<file path="config.mk">
export PLATFORM = sky130hd
export DESIGN_NAME = ind_seq_top
export DESIGN_NICKNAME = d
export VERILOG_FILES = /design/src/rtl/ind_seq_pkg.sv /design/src/rtl/ind_cmd_pack.sv /design/src/rtl/ind_resp_eval.sv /design/src/rtl/ind_poll_ctr.sv /design/src/rtl/ind_seq_top.sv
export SDC_FILE = /design/constraint.sdc
export NUM_CORES = 1
export LEC_CHECK = 0
export ABC_AREA = 1
export BUFFER_PORTS_ARGS = -buffer_cell sky130_fd_sc_hd__buf_2
export CORE_ASPECT_RATIO = 1.75
export CORE_MARGIN = 3
export CORE_UTILIZATION = 41
export DETAILED_ROUTE_END_ITERATION = 8
export PLACE_DENSITY = 0.78
export SYNTH_ARGS = -nofsm -noshare
export SYNTH_HDL_FRONTEND = slang
export SYNTH_SLANG_ARGS = --single-unit
</file>
<file path="constraint.sdc">
create_clock -name clk -period 1.3 [get_ports clk]
set_input_delay 0.13 -clock clk [delete_from_list [all_inputs] [get_ports clk]]
set_output_delay 0.13 -clock clk [all_outputs]
set_load 0.02 [all_outputs]
</file>
<file path="src/rtl/ind_seq_pkg.sv">
package ind_seq_pkg;

    localparam int ADDR_W      = 64;
    localparam int WORD_W      = 64;
    localparam int REG_W       = 31;
    localparam int HALF_W      = 16;
    localparam int CODE_W      = 3;
    localparam int IND_SEL_BIT = 63;
    localparam int RD_FLAG_BIT = 63;
    localparam int FWD_LO      = 32;
    localparam int FWD_HI      = 51;
    localparam int DONE_BIT    = 31;
    localparam int CODE_HI     = 30;
    localparam int CODE_LO     = 28;

    typedef enum logic [1:0] {
        ST_OK        = 2'd0,
        ST_IND_ERR   = 2'd1,
        ST_TIMEOUT   = 2'd2,
        ST_PORT_FAIL = 2'd3
    } ind_status_e;

    typedef enum logic [2:0] {
        S_IDLE,
        S_DIRECT,
        S_CMD,
        S_POLL,
        S_DONE
    } seq_state_e;

    typedef enum logic [1:0] {
        V_PENDING,
        V_GOOD,
        V_BAD
    } poll_verdict_e;

    typedef struct packed {
        logic              indirect;
        logic              write;
        logic [REG_W-1:0]  reg_addr;
        logic [WORD_W-1:0] word;
    } packed_req_t;

    function automatic logic [WORD_W-1:0] span_mask(input int hi, input int lo);
        logic [WORD_W-1:0] m;
        for (int i = 0; i < WORD_W; i++) begin
            m[i] = (i >= lo) && (i <= hi);
        end
        return m;
    endfunction

endpackage

</file>
<file path="src/rtl/ind_cmd_pack.sv">
module ind_cmd_pack
    import ind_seq_pkg::*;
(
    input  logic [ADDR_W-1:0] addr,
    input  logic              write,
    input  logic [HALF_W-1:0] wdata,
    output packed_req_t       pkt
);
    localparam logic [WORD_W-1:0] FWD_MASK = span_mask(FWD_HI, FWD_LO);

    logic [WORD_W-1:0] fwd_bits;
    logic [WORD_W-1:0] data_ext;

    always_comb begin
        fwd_bits     = addr & FWD_MASK;
        data_ext     = {{(WORD_W-HALF_W){1'b0}}, wdata};
        pkt.indirect = addr[IND_SEL_BIT];
        pkt.write    = write;
        pkt.reg_addr = addr[REG_W-1:0];
        if (addr[IND_SEL_BIT]) begin
            if (write) begin
                pkt.word = fwd_bits | data_ext;
            end else begin
                pkt.word = fwd_bits;
                pkt.word[RD_FLAG_BIT] = 1'b1;
            end
        end else begin
            pkt.word = write ? data_ext : '0;
        end
    end
endmodule

</file>
<file path="src/rtl/ind_resp_eval.sv">
module ind_resp_eval
    import ind_seq_pkg::*;
(
    input  logic [WORD_W-1:0] word,
    output poll_verdict_e     verdict,
    output logic [CODE_W-1:0] code,
    output logic [HALF_W-1:0] data
);
    logic done;

    always_comb begin
        done = word[DONE_BIT];
        code = word[CODE_HI:CODE_LO];
        data = word[HALF_W-1:0];
        if (!done) begin
            verdict = V_PENDING;
        end else if (code == '0) begin
            verdict = V_GOOD;
        end else begin
            verdict = V_BAD;
        end
    end
endmodule

</file>
<file path="src/rtl/ind_poll_ctr.sv">
module ind_poll_ctr #(
    parameter int LIMIT = 10
) (
    input  logic clk,
    input  logic rst,
    input  logic clr,
    input  logic step,
    output logic last
);
    localparam int CW = $clog2(LIMIT + 1);

    logic [CW-1:0] cnt;

    always_ff @(posedge clk) begin
        if (rst || clr) begin
            cnt <= '0;
        end else if (step && !last) begin
            cnt <= cnt + 1'b1;
        end
    end

    assign last = (cnt == CW'(LIMIT - 1));

    a_r7_cnt_bound: assert property (@(posedge clk) disable iff (rst)
        cnt < CW'(LIMIT))
        else $error("R7: poll counter beyond limit");
endmodule

</file>
<file path="src/rtl/ind_seq_top.sv">
module ind_seq_top
    import ind_seq_pkg::*;
#(
    parameter int POLL_LIMIT = 10
) (
    input  logic              clk,
    input  logic              rst,
    input  logic              req_valid,
    output logic              req_ready,
    input  logic [63:0]       req_addr,
    input  logic              req_write,
    input  logic [15:0]       req_wdata,
    output logic              res_valid,
    input  logic              res_ack,
    output logic [1:0]        res_status,
    output logic [2:0]        res_code,
    output logic [15:0]       res_rdata,
    output logic              dp_req,
    output logic              dp_write,
    output logic [30:0]       dp_addr,
    output logic [63:0]       dp_wdata,
    input  logic              dp_resp,
    input  logic              dp_fail,
    input  logic [63:0]       dp_rdata
);
    localparam logic [HALF_W-1:0] FILL = '1;

    seq_state_e        state;
    packed_req_t       pkt_in;
    packed_req_t       pkt_q;
    ind_status_e       status_q;
    logic [CODE_W-1:0] code_q;
    logic [HALF_W-1:0] rdata_q;

    poll_verdict_e     verdict;
    logic [CODE_W-1:0] rsp_code;
    logic [HALF_W-1:0] rsp_data;
    logic              poll_last;
    logic              poll_step;
    logic              took;

    ind_cmd_pack u_pack (
        .addr  (req_addr),
        .write (req_write),
        .wdata (req_wdata),
        .pkt   (pkt_in)
    );

    ind_resp_eval u_eval (
        .word    (dp_rdata),
        .verdict (verdict),
        .code    (rsp_code),
        .data    (rsp_data)
    );

    ind_poll_ctr #(.LIMIT(POLL_LIMIT)) u_ctr (
        .clk  (clk),
        .rst  (rst),
        .clr  (state == S_CMD),
        .step (poll_step),
        .last (poll_last)
    );

    assign took      = dp_req && dp_resp;
    assign poll_step = took && !dp_fail && (state == S_POLL) && (verdict == V_PENDING);

    assign req_ready  = (state == S_IDLE);
    assign res_valid  = (state == S_DONE);
    assign res_status = status_q;
    assign res_code   = code_q;
    assign res_rdata  = rdata_q;

    assign dp_req   = (state == S_DIRECT) || (state == S_CMD) || (state == S_POLL);
    assign dp_addr  = pkt_q.reg_addr;
    assign dp_write = (state == S_CMD) || ((state == S_DIRECT) && pkt_q.write);
    assign dp_wdata = (state == S_POLL) ? '0 : pkt_q.word;

    function automatic logic [HALF_W-1:0] pick_data(input ind_status_e st,
                                                    input logic wr,
                                                    input logic [HALF_W-1:0] d);
        if (wr) return '0;
        if (st != ST_OK) return FILL;
        return d;
    endfunction

    always_ff @(posedge clk) begin
        if (rst) begin
            state    <= S_IDLE;
            pkt_q    <= '0;
            status_q <= ST_OK;
            code_q   <= '0;
            rdata_q  <= '0;
        end else begin
            case (state)
                S_IDLE: begin
                    if (req_valid) begin
                        pkt_q <= pkt_in;
                        state <= pkt_in.indirect ? S_CMD : S_DIRECT;
                    end
                end
                S_DIRECT: begin
                    if (took) begin
                        state    <= S_DONE;
                        code_q   <= '0;
                        status_q <= dp_fail ? ST_PORT_FAIL : ST_OK;
                        rdata_q  <= pick_data(dp_fail ? ST_PORT_FAIL : ST_OK,
                                              pkt_q.write, dp_rdata[HALF_W-1:0]);
                    end
                end
                S_CMD: begin
                    if (took) begin
                        if (dp_fail) begin
                            state    <= S_DONE;
                            status_q <= ST_PORT_FAIL;
                            code_q   <= '0;
                            rdata_q  <= pick_data(ST_PORT_FAIL, pkt_q.write, '0);
                        end else begin
                            state <= S_POLL;
                        end
                    end
                end
                S_POLL: begin
                    if (took) begin
                        if (dp_fail) begin
                            state    <= S_DONE;
                            status_q <= ST_PORT_FAIL;
                            code_q   <= '0;
                            rdata_q  <= pick_data(ST_PORT_FAIL, pkt_q.write, '0);
                        end else if (verdict == V_GOOD) begin
                            state    <= S_DONE;
                            status_q <= ST_OK;
                            code_q   <= '0;
                            rdata_q  <= pick_data(ST_OK, pkt_q.write, rsp_data);
                        end else if (verdict == V_BAD) begin
                            state    <= S_DONE;
                            status_q <= ST_IND_ERR;
                            code_q   <= rsp_code;
                            rdata_q  <= pick_data(ST_IND_ERR, pkt_q.write, '0);
                        end else if (poll_last) begin
                            state    <= S_DONE;
                            status_q <= ST_TIMEOUT;
                            code_q   <= '0;
                            rdata_q  <= pick_data(ST_TIMEOUT, pkt_q.write, '0);
                        end
                    end
                end
                S_DONE: begin
                    if (res_ack) begin
                        state <= S_IDLE;
                    end
                end
                default: state <= S_IDLE;
            endcase
        end
    end

    // result held steady until acknowledged
    a_r10_hold: assert property (@(posedge clk) disable iff (rst)
        (res_valid && !res_ack) |=> (res_valid && $stable(res_status)
                                     && $stable(res_code) && $stable(res_rdata)))
        else $error("R10: result changed before acknowledge");

    a_r10_busy: assert property (@(posedge clk) disable iff (rst)
        (req_valid && req_ready) |=> !req_ready)
        else $error("R10: still ready after accept");

    // downstream request stable while outstanding
    a_r11_stable: assert property (@(posedge clk) disable iff (rst)
        (dp_req && !dp_resp) |=> (dp_req && $stable(dp_addr)
                                  && $stable(dp_write) && $stable(dp_wdata)))
        else $error("R11: downstream request changed while outstanding");

    // a port failure ends the sequence
    a_r8_abort: assert property (@(posedge clk) disable iff (rst)
        (dp_req && dp_resp && dp_fail) |=> (!dp_req && res_valid
                                           && res_status == ST_PORT_FAIL))
        else $error("R8: sequence continued after port failure");

    // failed reads return all ones
    a_r9_fill: assert property (@(posedge clk) disable iff (rst)
        (res_valid && res_status != ST_OK && !pkt_q.write) |-> (res_rdata == FILL))
        else $error("R9: failed read data not all ones");

    // error code only meaningful with indirect-error
    a_r6_code: assert property (@(posedge clk) disable iff (rst)
        res_valid |-> ((res_status == ST_IND_ERR) == (res_code != '0)))
        else $error("R6: code and status disagree");

    // no downstream traffic while idle
    a_r1_idle: assert property (@(posedge clk) disable iff (rst)
        req_ready |-> (!dp_req && !res_valid))
        else $error("R1: activity while idle");
endmodule

</file>
== After elaboration in Yosys (flattened, before gate mapping) ==
Cells that the tools add are included.

* $add $sub $neg: 1
* Equality and inequality tests: 14
* Mux-type cells: 117
* Bitwise gates (word level): 1
* Reductions and logical operators: 20

{| class="wikitable"
|+ Operators with widths
! cell !! count
|-
| two-way mux 16 bit || 22
|-
| two-way mux 64 bit || 3
|-
| two-way mux 1 bit || 58
|-
| two-way mux 3 bit || 18
|-
| bitwise OR 52 x 16 -> 52 bit || 1
|-
| one-hot mux 16 bit (3 select lines) || 1
|-
| two-way mux 2 bit || 12
|-
| one-hot mux 3 bit (5 select lines) || 1
|-
| AND reduction 6 bit || 2
|-
| != test 2 bit (second input constant) || 5
|-
| one-hot mux 3 bit (3 select lines) || 1
|-
| equality test 3 x 2 -> 1 bit (second input constant) || 2
|-
| logical AND 1 bit || 6
|-
| logical NOT 3 bit || 2
|-
| one-hot mux 2 bit (3 select lines) || 1
|-
| != test 5 x 2 -> 1 bit (second input constant) || 1
|-
| adder 4 x 1 -> 4 bit (second input constant) || 1
|-
| equality test 4 bit (second input constant) || 1
|-
| logical OR 1 bit || 4
|-
| equality test 3 x 1 -> 1 bit (second input constant) || 1
|-
| equality test 3 bit (second input constant) || 1
|-
| nonzero test 3 bit || 1
|-
| equality test 2 x 1 -> 1 bit (second input constant) || 1
|-
| equality test 2 bit (second input constant) || 1
|-
| other kinds (5) || 6
|}

* Register bits after elaboration: 124

== Logic depth before layout (Yosys ltp) ==
* Word-level depth: 26
* Depth in mapped cells: 11
* Gate-level depth less buffers: 10

== Cells and area by module ==
From an unflattened synthesis, not the netlist that was laid out.

* Cell total of the unflattened synthesis: 971
* Area total of the unflattened synthesis: 6551.3 um2

{| class="wikitable"
|+ Modules (own cells, without submodules)
! module !! times used !! cells an instance !! area each (um2)
|-
| ind_seq_top || 1 || 776 || 5372.7
|-
| ind_cmd_pack || 1 || 139 || 793.3
|-
| ind_poll_ctr || 1 || 31 || 216.5
|-
| ind_resp_eval || 1 || 25 || 168.9
|}

== Least setup slack after synthesis ==
Ideal clock, no wire load.

* Path kind: register -> register
* Start point: register state[2]
* End point: register rdata_q[10], in the netlist res_rdata[10]
* Library setup time: 0.113 ns
* Arrival: 1.267 ns
* Required time: 1.187 ns
* Path slack: -0.080 ns
* Stages on the path, launching flop included: 10
* Buffers on the path: 1
* Path through: dfxtp_1 -> inv_4 -> nand2_2 -> nand2_4 -> nand2_4 -> nor2_8 -> nand2_4 -> buf_4 -> nor2_1 -> nor2_1

* Cells in the longest elaborated chain, start to end: 6
* Elaborated cells on any way between the ends: 14
* Classes of those cells: eq/ne (8); mux (1); reduce/logical (5)

{| class="wikitable"
|+ RTL lines
! element !! line !! text
|-
| start: declaration || ind_seq_top.sv:28 || <nowiki>seq_state_e state;</nowiki>
|-
| start signal: assignment || ind_seq_top.sv:98 || <nowiki>state <= pkt_in.indirect ? S_CMD : S_DIRECT;</nowiki>
|-
| equality test 3 x 1 -> 1 bit or equality test 3 x 2 -> 1 bit (tied branches) || ind_seq_top.sv:73 || <nowiki>assign dp_req = (state == S_DIRECT) || (state == S_CMD) || (state == S_POLL);</nowiki>
|-
| logical OR 1 bit || ind_seq_top.sv:73 ||
|-
| logical OR 1 bit (*) || ind_seq_top.sv:73 ||
|-
| named net dp_req || ind_seq_top.sv:18 || <nowiki>output logic dp_req,</nowiki>
|-
| logical AND 1 bit (*) || ind_seq_top.sv:64 || <nowiki>assign took = dp_req && dp_resp;</nowiki>
|-
| != test 2 bit (no line) || n/a ||
|-
| AND reduction 6 bit (no line) (*) || n/a ||
|-
| end signal: assignment || ind_seq_top.sv:106 || <nowiki>rdata_q <= pick_data(dp_fail ? ST_PORT_FAIL : ST_OK,</nowiki>
|-
| end signal: assignment || ind_seq_top.sv:116 || <nowiki>rdata_q <= pick_data(ST_PORT_FAIL, pkt_q.write, '0);</nowiki>
|-
| end signal: assignment || ind_seq_top.sv:128 || <nowiki>rdata_q <= pick_data(ST_PORT_FAIL, pkt_q.write, '0);</nowiki>
|-
| end: declaration || ind_seq_top.sv:33 || <nowiki>logic [HALF_W-1:0] rdata_q;</nowiki>
|}

The timed path passes the listed nets; every way through them passes the cells marked *.
A chain may end at the register's enable or synchronous reset.

== Final worst setup path ==
* Start point: register state[1]
* End point: output dp_wdata[5]

* Cells in the longest elaborated chain, start to end: 2

{| class="wikitable"
|+ RTL lines
! element !! line !! text
|-
| equality test 3 x 2 -> 1 bit || ind_seq_top.sv:76 || <nowiki>assign dp_wdata = (state == S_POLL) ? '0 : pkt_q.word;</nowiki>
|-
| two-way mux 64 bit || ind_seq_top.sv:76 ||
|-
| end: declaration || ind_seq_top.sv:21 || <nowiki>output logic [63:0] dp_wdata,</nowiki>
|}

Every way passes these cells.

==> results_dict.tcl <==
set metrics [dict create \
    viasPerCell 4.856 \
    yosysTopAreaCell "dfxtp_1" \
    rows 52 \
    netlist_area_mm2 0.004937 \
    crit_type "reg -> out" \
    crit_start "state[1]$_SDFFE_PP0P_" \
    fin_skew_ns 0.008686 \
    overflow 0 \
    p_leak_nw 3.595 \
    cts_root_buffer "clkbuf_16" \
    wire_per_inst_um 15.25 \
    clk_latency_ns 0.34 \
    antenna_found_initial 0 \
    die_area_mm2 0.01345 \
    die_x_um 88.95 \
    vias 5225 \
    clock_sinks 97 \
    hold_class "in -> reg" \
    synthDistinctLibCells 33 \
    pin_count 271 \
    hold_depth 3 \
    start_util_pct 42.39 \
    cp.required_ns 1.17 \
    grt_max_degree 40 \
    grt_pass1_wl_um 22860 \
    layout_setup_ws_ns -0.3045 \
    first_pass_iters 4 \
    grt_pass1_vias 4858 \
    yosys_warnings 0 \
    cts_tree "yes" \
    drt_iter0_drc 190 \
    area_delta_synth_final_pct 60.21 \
    fin_nets 1089 \
    cap_violations 0 \
    htreeDepth 3 \
    drc 0 \
    holdPathEnd "dp_addr[9]$_SDFFE_PP0P_" \
    ir_worst_vdd_mv 0.9201 \
    max_clock_freq_mhz 623.2 \
    powerDensity_mw_per_mm2 1876 \
    yosys-top-cells-area "dfxtp_1 (39%), nor2_1 (13%), buf_4 (9.4%)" \
    ys_seq_area_share_pct 39.33 \
    syn_inst 714 \
    core_mm2 0.01165 \
    status "complete, but fails checks" \
    critPathMaxFanout 8 \
    fin_crit_ns 1.605 \
    fillers 831 \
    hpwl_um 9144 \
    async_flop_share_pct 0 \
    setup_violations 138 \
    synthFlopType "dfxtp_1" \
    detail-route-antenna-nets 0 \
    slew_viol_final 0 \
    cp-start-kind "flop" \
    routabilityCongestion 0.8299 \
    numPortBuffers 187 \
    tightest_slew_ns 0.5086 \
    pwr-share-seq_pct 28.0 \
    critPathCaptureType "primary output" \
    dpl_cell_area_mm2 0.006027 \
    ys_ff_latch 97 \
    switching_share_pct 42.25 \
    reg2reg_depth 10 \
    fin_area_mm2 0.007910 \
    r2r-start "state[0]$_SDFFE_PP0P_" \
    preCtsSetupSlack_ns -0.1702 \
    hold_slack_ns 0.0004750 \
    fin_crit_sh_pct 123.4 \
    syn_avg_cell_area_um2 6.915 \
    synth_top_area_share_pct 39.33 \
    p_clk_share_pct 17.3 \
    synth_edf_count 0 \
    clock_path_buffers 2 \
    worst_r2r_endpoint "dp_addr[17]$_SDFFE_PP0P_" \
    numCtsBuffers 9 \
    switchingPower_mw 6.270 \
    cts.clk_slew.worst_paths_ns 0.07 \
    drive_above_1_share_pct 47.61 \
    antennaDiodeCount 0 \
    p_int_mw 8.568 \
    finalWirelength_um 16410 \
    worstPathArrival_ns 1.47 \
    relSlewSlack_pct 66.09 \
    min-delay-start "req_addr[9]" \
    violations "setup timing" \
    rsz0062_at_grt "yes" \
    die_h_um 151.2 \
    rrSetupSlack_ns -0.27 \
    comb_power_share_pct 54.7 \
    hold_violations 0 \
    grt_usage_pct 21.68 \
]
-- logic make-up after synthesis --
group | Yosys count | synth area share, %
other cells | 1 | 0.07595
simple gates | 350 | 30.74
fa+ha+maj | 2 | 0.5068
buf+inv | 172 | 19.06
flops | 97 | 39.33
compound gates | 91 | 10.11
xor+xnor | 1 | 0.1774
-- Yosys cell counts (2+ instances only) --
cell type  instances
a21oi_1           31
buf_2             12
nand3_1           38
o21ai_0           45
nor2_2             3
ha_1               2
clkbuf_1          15
inv_4              2
nor2_1           174
nand2_1          106
buf_4             62
nand4_1            4
buf_6              4
a21oi_2           10
o21ai_1            3
nor2_8             3
nand2_2           14
inv_1             73
dfxtp_1           97
nand2_4            3
-- registers in the layout, indices dropped and copies added (netlist names) --
signal / cells
u_ctr.cnt: 4
res_rdata: 16
res_code: 3
state: 3
dp_addr: 31
pkt_q: 38
res_status: 2
-- power by group through the flow --
stage | sequential (mW) | combinational [mW] | clock (mW)
finish | 4.16 | 8.11 | 2.56
global route | 4.24 | 8.64 | 2.75
CTS | 4.07 | 7.29 | 2.62
detailed placement | 4.12 | 5.35 | 0
global placement | 4.09 | 5.30 | 0
floorplan | 4.34 | 3.82 | 0
-- worst max-delay path by stage --
stage,endpoint,cells past startpoint,slack [ns]
6_report,dp_wdata[5],7,-0.30
5_1_grt,dp_wdata[4],7,-0.36
2_1_floorplan,dp_addr[0]$_SDFFE_PP0P_,9,-0.06
3_5_place_dp,pkt_q[0]$_SDFFE_PP0P_,9,-0.17
4_1_cts,dp_wdata[0],7,-0.29
3_3_place_gp,res_rdata[0]$_SDFFE_PP0P_,5,-0.11
-- placed cells by master (no fill, tap or decap), drive strengths merged --
master	count
nor2	181
nand2	123
conb	27
nand3	39
xor2	1
o31ai	1
a21oi	41
inv	79
ha	2
dfxtp	97
nand4	4
clkinv	3
nor3	2
clkinvlp	1
o21ai	50
buf	265
nand3b	1
clkbuf	11
dlygate4sd3	13
-- stage by stage --
| stage | TNS (ns) | std cells | power (mW) | util (%) |
|---|---|---|---|---|
| floorplan | -1.451 | 740 | 8.161 | - |
| global placement | -6.849 | 1010 | 9.385 | 51.75 |
| detailed placement | -10.45 | 1010 | 9.467 | 51.75 |
| CTS | -33.41 | 1072 | 13.98 | 64.21 |
| global route | -39.44 | 1076 | 15.63 | 67.92 |
| finish | -31.18 | 1076 | 14.84 | 67.92 |
-- area by class of cell --
type | count | area, um^2 | area share [%]
clock buffers | 10 | 229.0 | 2.895
repair buffers | 279 | 2341 | 29.60
well taps | 135 | 168.9 | 2.135
inverters | 77 | 306.5 | 3.875
multi-input cells | 472 | 2859 | 36.14
clock inverters | 6 | 50.05 | 0.6327
flip-flops and latches | 97 | 1956 | 24.72
-- worst max-delay path: stages (launching register included) --
cell and delay [ns]:
dfxtp_4 0.37, nand2_4 0.06, nor2_4 0.11, buf_12 0.13, buf_12 0.13, buf_12 0.16, nor2_4 0.04, buf_6 0.12
-- routing by layer --
metal / up-vias / global-route usage, % / routed length, um
met1: 2414 / 23.32 / 5760
li1: 2551 / - / -
met5: - / 0 / 0
met4: 0 / 9.836 / 643
met3: 52 / 4.028 / 808
met2: 208 / 39.81 / 9199
-- what timing repair did --
item                                    CTS  global route
hold buffers                             12             1
endpoints found under the setup margin  138           138
pin swaps                                21            45
gates cloned                              9             2
resized for setup                       183           141
endpoints found under the hold margin    12             1
buffers inserted                         25            12
No activity file was read; power rests on OpenSTA's default activity.
